**config.mk**
```make
export PLATFORM = sky130hd
export DESIGN_NAME = twi_bus_recover
export DESIGN_NICKNAME = d
export VERILOG_FILES = /design/src/rtl/twi_bus_recover.sv
export SDC_FILE = /design/constraint.sdc
export NUM_CORES = 1
export LEC_CHECK = 0
export ABC_CLOCK_PERIOD_IN_PS = 1600
export BUFFER_PORTS_ARGS = -buffer_cell sky130_fd_sc_hd__buf_2
export CAP_MARGIN = 40
export CORE_MARGIN = 3
export CORE_UTILIZATION = 50
export DETAILED_ROUTE_END_ITERATION = 12
export PLACE_DENSITY = 0.71
export SLEW_MARGIN = 20
export SYNTH_ARGS = -nofsm -noshare
export SYNTH_HDL_FRONTEND = slang
export SYNTH_SLANG_ARGS = --single-unit
```
**constraint.sdc**
```tcl
create_clock -name clk -period 1.6 [get_ports clk]
set_input_delay 0.16 -clock clk [delete_from_list [all_inputs] [get_ports clk]]
set_output_delay 0.16 -clock clk [all_outputs]
set_load 0.02 [all_outputs]
```
**src/rtl/twi_bus_recover.sv**
```systemverilog
module twi_bus_recover #(
  parameter int QUARTER    = 8,
  parameter int MAX_PULSES = 9
) (
  input  logic clk,
  input  logic rst_n,
  input  logic recover_req,
  input  logic sda_in,
  output logic scl_oe,
  output logic sda_oe,
  output logic busy,
  output logic done,
  output logic fail
);

  localparam int QW = (QUARTER > 1) ? $clog2(QUARTER) : 1;
  localparam int PW = $clog2(MAX_PULSES + 1);

  typedef enum logic [1:0] {S_IDLE, S_CLK, S_START} st_t;

  st_t           st;
  logic [QW-1:0] qcnt;
  logic [1:0]    ph;
  logic [PW-1:0] pcnt;
  logic          hold_sda;
  logic [1:0]    sync;

  wire tick   = (qcnt == QW'(QUARTER - 1));
  wire sda_hi = sync[1];

  assign scl_oe = (st == S_CLK) && !ph[1];
  assign sda_oe = (st == S_START) || hold_sda;
  assign busy   = (st != S_IDLE);

  always_ff @(posedge clk or negedge rst_n) begin
    if (!rst_n) begin
      st       <= S_IDLE;
      qcnt     <= '0;
      ph       <= '0;
      pcnt     <= '0;
      hold_sda <= 1'b0;
      sync     <= 2'b00;
      done     <= 1'b0;
      fail     <= 1'b0;
    end else begin
      sync <= {sync[0], sda_in};
      done <= 1'b0;
      fail <= 1'b0;
      case (st)
        S_IDLE: begin
          qcnt <= '0;
          ph   <= '0;
          pcnt <= '0;
          if (recover_req) st <= S_CLK;
        end
        S_CLK: begin
          qcnt <= tick ? '0 : qcnt + QW'(1);
          if (tick) begin
            ph <= ph + 2'd1;
            if (ph == 2'd0) hold_sda <= 1'b0;
            if (ph == 2'd2 && sda_hi) begin
              st <= S_START;
              ph <= 2'd0;
            end
            if (ph == 2'd3) begin
              if (pcnt == PW'(MAX_PULSES - 1)) begin
                st   <= S_IDLE;
                fail <= 1'b1;
              end else begin
                pcnt <= pcnt + PW'(1);
              end
            end
          end
        end
        S_START: begin
          qcnt <= tick ? '0 : qcnt + QW'(1);
          if (tick) begin
            ph <= ph + 2'd1;
            if (ph == 2'd1) begin
              st       <= S_IDLE;
              done     <= 1'b1;
              hold_sda <= 1'b1;
            end
          end
        end
        default: st <= S_IDLE;
      endcase
    end
  end

  p_pulse_cap_r3: assert property (@(posedge clk) disable iff (!rst_n)
    pcnt < PW'(MAX_PULSES));

  p_start_cond_r5: assert property (@(posedge clk) disable iff (!rst_n)
    $rose(sda_oe) |-> (!scl_oe && $past(!scl_oe)));

  p_done_owns_bus_r5: assert property (@(posedge clk) disable iff (!rst_n)
    done |-> (sda_oe && !scl_oe && $past(st == S_START)));

  p_fail_release_r6: assert property (@(posedge clk) disable iff (!rst_n)
    fail |-> (!sda_oe && !scl_oe));

  p_fresh_entry_r7: assert property (@(posedge clk) disable iff (!rst_n)
    (st == S_CLK && pcnt == '0 && ph == 2'd0 && qcnt == '0) |-> $past(st == S_IDLE));

  p_sda_quiet_r8: assert property (@(posedge clk) disable iff (!rst_n)
    (!scl_oe && $past(!scl_oe) && !$stable(sda_oe)) |-> sda_oe);

  p_excl_r9: assert property (@(posedge clk) disable iff (!rst_n)
    !(done && fail));

endmodule

```
==> results.cfg <==
[synth]
synth_cells = 96
syn_area_per_cell_sq_um = 9.91
syn_area_sq_um = 951
synthFlopType = dfrtp_1
synth_most_common_cell = dfrtp_1
synthTopCellsByArea = dfrtp_1 42%, ha_1 16%, nand2_1 4.3%, o21ai_0 4.2%, inv_1 3.6%
synth_commonest_cells = 16 x dfrtp_1, 12 x ha_1, 11 x nand2_1, 9 x inv_1, 8 x o21ai_0
ys_seq_elements = 16
synth_largest_area_cell = dfrtp_1
synth_edf_count = 0
synth_top_area_share_pct = 42.1
synthArstFlopShare_pct = 100
synth_nets = 112
synth.distinct_cells = 32
ys_seq_area_share_pct = 42.1
ys_warn_count = 0

[finish]
fill_cells = 126
fin_area_sq_um = 1300
nets = 143
final_cells = 150
seq_area_sq_um = 400
drive_gt1_share_pct = 39.2
area_growth_pct = 36.3
multi_input_area_sq_um = 586
diodes = 0

[route]
vias = 793
ant_nets = 0
dr.pass1.iters = 4
drtIter0Drc = 13
wl_mm = 2.08
drc = 0
vias_per_cell = 5.29
post_drt_wl_per_cell_microns = 13.8

[critical_path]
cp_data_arrival_time_ns = 1.89
slowest_delay_ns = 0.51
path_class = flop to flop
worst_setup_path_start_kind = flop
cp_max_fo = 5
path_buf_inv = 1
critPathSlowestCell = or4_4
r2r-start = st[0]
required_ns = 1.82
cp_cell_sequence = buf_6 > ha_4 > o21ba_4 > or4_4 > a21oi_2
rr_worst_depth = 5
r2r_end = st[1]
endpoint_kind = flop
reg2reg_slack_ns = -0.06
crit_family = simple AND/OR/NAND/NOR gates

[pwr]
peakVddDrop_uv = 939
power_w = 0.00176
cellPowerDensity_nw_per_um2 = 1360
p_leak_nw = 0.617

[clock_network]
cts_sinks = 16
cts_tree = yes
clk_pin_slew_ns = 0.10
htreeDepth = 1
clockBufferDepth = 2
clk_root_buffer_cell = clkbuf_4
clock_latency_ns = 0.29
numCtsBuffers = 3

[status]
violations = negative setup slack
status = complete, but fails checks

[timing]
tightest_slew_ns = 0.559
rsz0062_at_grt = yes
final_max_slew_viol_count = 0
fin_ws_ns = -0.0632
slew_headroom_pct = 61.8
hold_viol_final = 0
finalCriticalPeriod_ns = 1.66
hold_slack_ns = 0.251
period_share_pct = 104
fmax_mhz = 601
finalSetupViolations = 2
skew_ns = 0.00725

[worst_hold_path]
hold-path-cell-count = 4
hp-start = recover_req
min-delay-path-class = input port to flop
hold_end = st[0]

[job]
maxCapViolCount = 0

[floorplan]
num_rows = 15
start_util_pct = 53.9
ioPinCount = 9
fp.dieArea_sq_um = 2460
die_h_microns = 49.6
coreArea_sq_um = 1760
die_x_microns = 49.6

[global_routing]
antenna_found_initial = 0
grt_max_degree = 17
grt_pass1_vias = 750
grt_first_pass_wirelength_mm = 3.35
gr-total-overflow = 0
globalRouteTotalUtil_pct = 17.7

[placement]
dp.cells = 140
place_hpwl_mm = 1.39
placed_cell_area_sq_um = 1110
gp_congestion = 0.841
port_buffers = 8
==> worst max path at each step <==
| stage | startpoint | endpoint | slack, ns | cells past startpoint |
|---|---|---|---|---|
| after global routing | pcnt[1] | st[1] | -0.16 | 5 |
| after detailed placement | st[1] | ph[1] | -0.06 | 5 |
| after CTS | st[0] | sda_oe | -0.05 | 5 |
| after global placement | ph[0] | ph[1] | 0.02 | 5 |
| after floorplan | qcnt[0] | st[1] | 0.005 | 5 |
| final | st[0] | st[1] | -0.06 | 5 |
==> area by class of cell <==
cell class	instances	share of cell area [%]
multi-input combinational	69	45.2
tap	25	2.41
timing repair buffer	28	17.2
inverter	9	2.61
clock buffer	3	1.74
sequential	16	30.9
==> cells by family after synthesis <==
family	synth area share (%)
and+or+nand+nor	21.3
AOI/OAI and AO/OA	16.1
DFF	42.1
adders and majority gates	15.8
buffers and inverters	4.74
==> registers in the layout, indices dropped and copies added (netlist names) <==
register,cells
st,2
ph,2
sync,2
hold_sda,1
qcnt,3
pcnt,4
done,1
fail,1
==> worst min-delay path, cell delays in order <==
cell and delay, ns:
buf_2 0.12, inv_1 0.05, o31a_2 0.14, a31oi_1 0.05
==> metal layers <==
metal	wire length, microns	track usage, %
met5	0	0
met4	30	8.76
met3	47	3.32
met2	997	26.9
met1	999	24.0
==> power by group <==
group	leakage, nW	switching [W]	internal, W
Sequential	0.215	0.0000533	0.000461
Combinational	0.389	0.000483	0.000549
Clock	0.0138	0.000131	0.0000877
Total	0.617	0.000667	0.00110
==> per-stage QoR <==
| stage | setup slack [ns] | utilization, % | TNS, ns |
|---|---|---|---|
| 6_report | -0.0632 | 73.5 | -0.106 |
| 5_1_grt | -0.164 | 73.5 | -0.319 |
| 4_1_cts | -0.0511 | 68.4 | -0.0975 |
| 3_5_place_dp | -0.0571 | 63.0 | -0.107 |
| 3_3_place_gp | 0.0205 | 63.0 | 0 |
| 2_1_floorplan | 0.00518 | - | 0 |
==> layout by cell type, fill, tap and decap left out, drive strengths merged, types with 2 or more instances in the layout <==
| cell type | synthesis | routed |
|---|---|---|
| nand3b | 2 | 2 |
| inv | 9 | 9 |
| and2 | 2 | 2 |
| ha | 12 | 12 |
| nor2 | 2 | 2 |
| nand2 | 11 | 11 |
| nand3 | 4 | 4 |
| dfrtp | 16 | 16 |
| nor2b | 4 | 4 |
| buf | 1 | 26 |
| o211ai | 2 | 2 |
| dlygate4sd3 | 0 | 2 |
| o21ai | 8 | 8 |
| clkbuf | 1 | 3 |
| nor4b | 2 | 2 |
| nand4 | 4 | 4 |
==> repair_timing <==
item                                    in CTS  in global routing
buffers inserted                             2                  3
pin swaps                                    1                  9
endpoints found under the setup margin       4                 10
hold buffers                                 2                  0
resized for setup                           11                 19
hold endpoints to repair                    17                  0
Note: power is estimated with default switching activity, not from simulation.
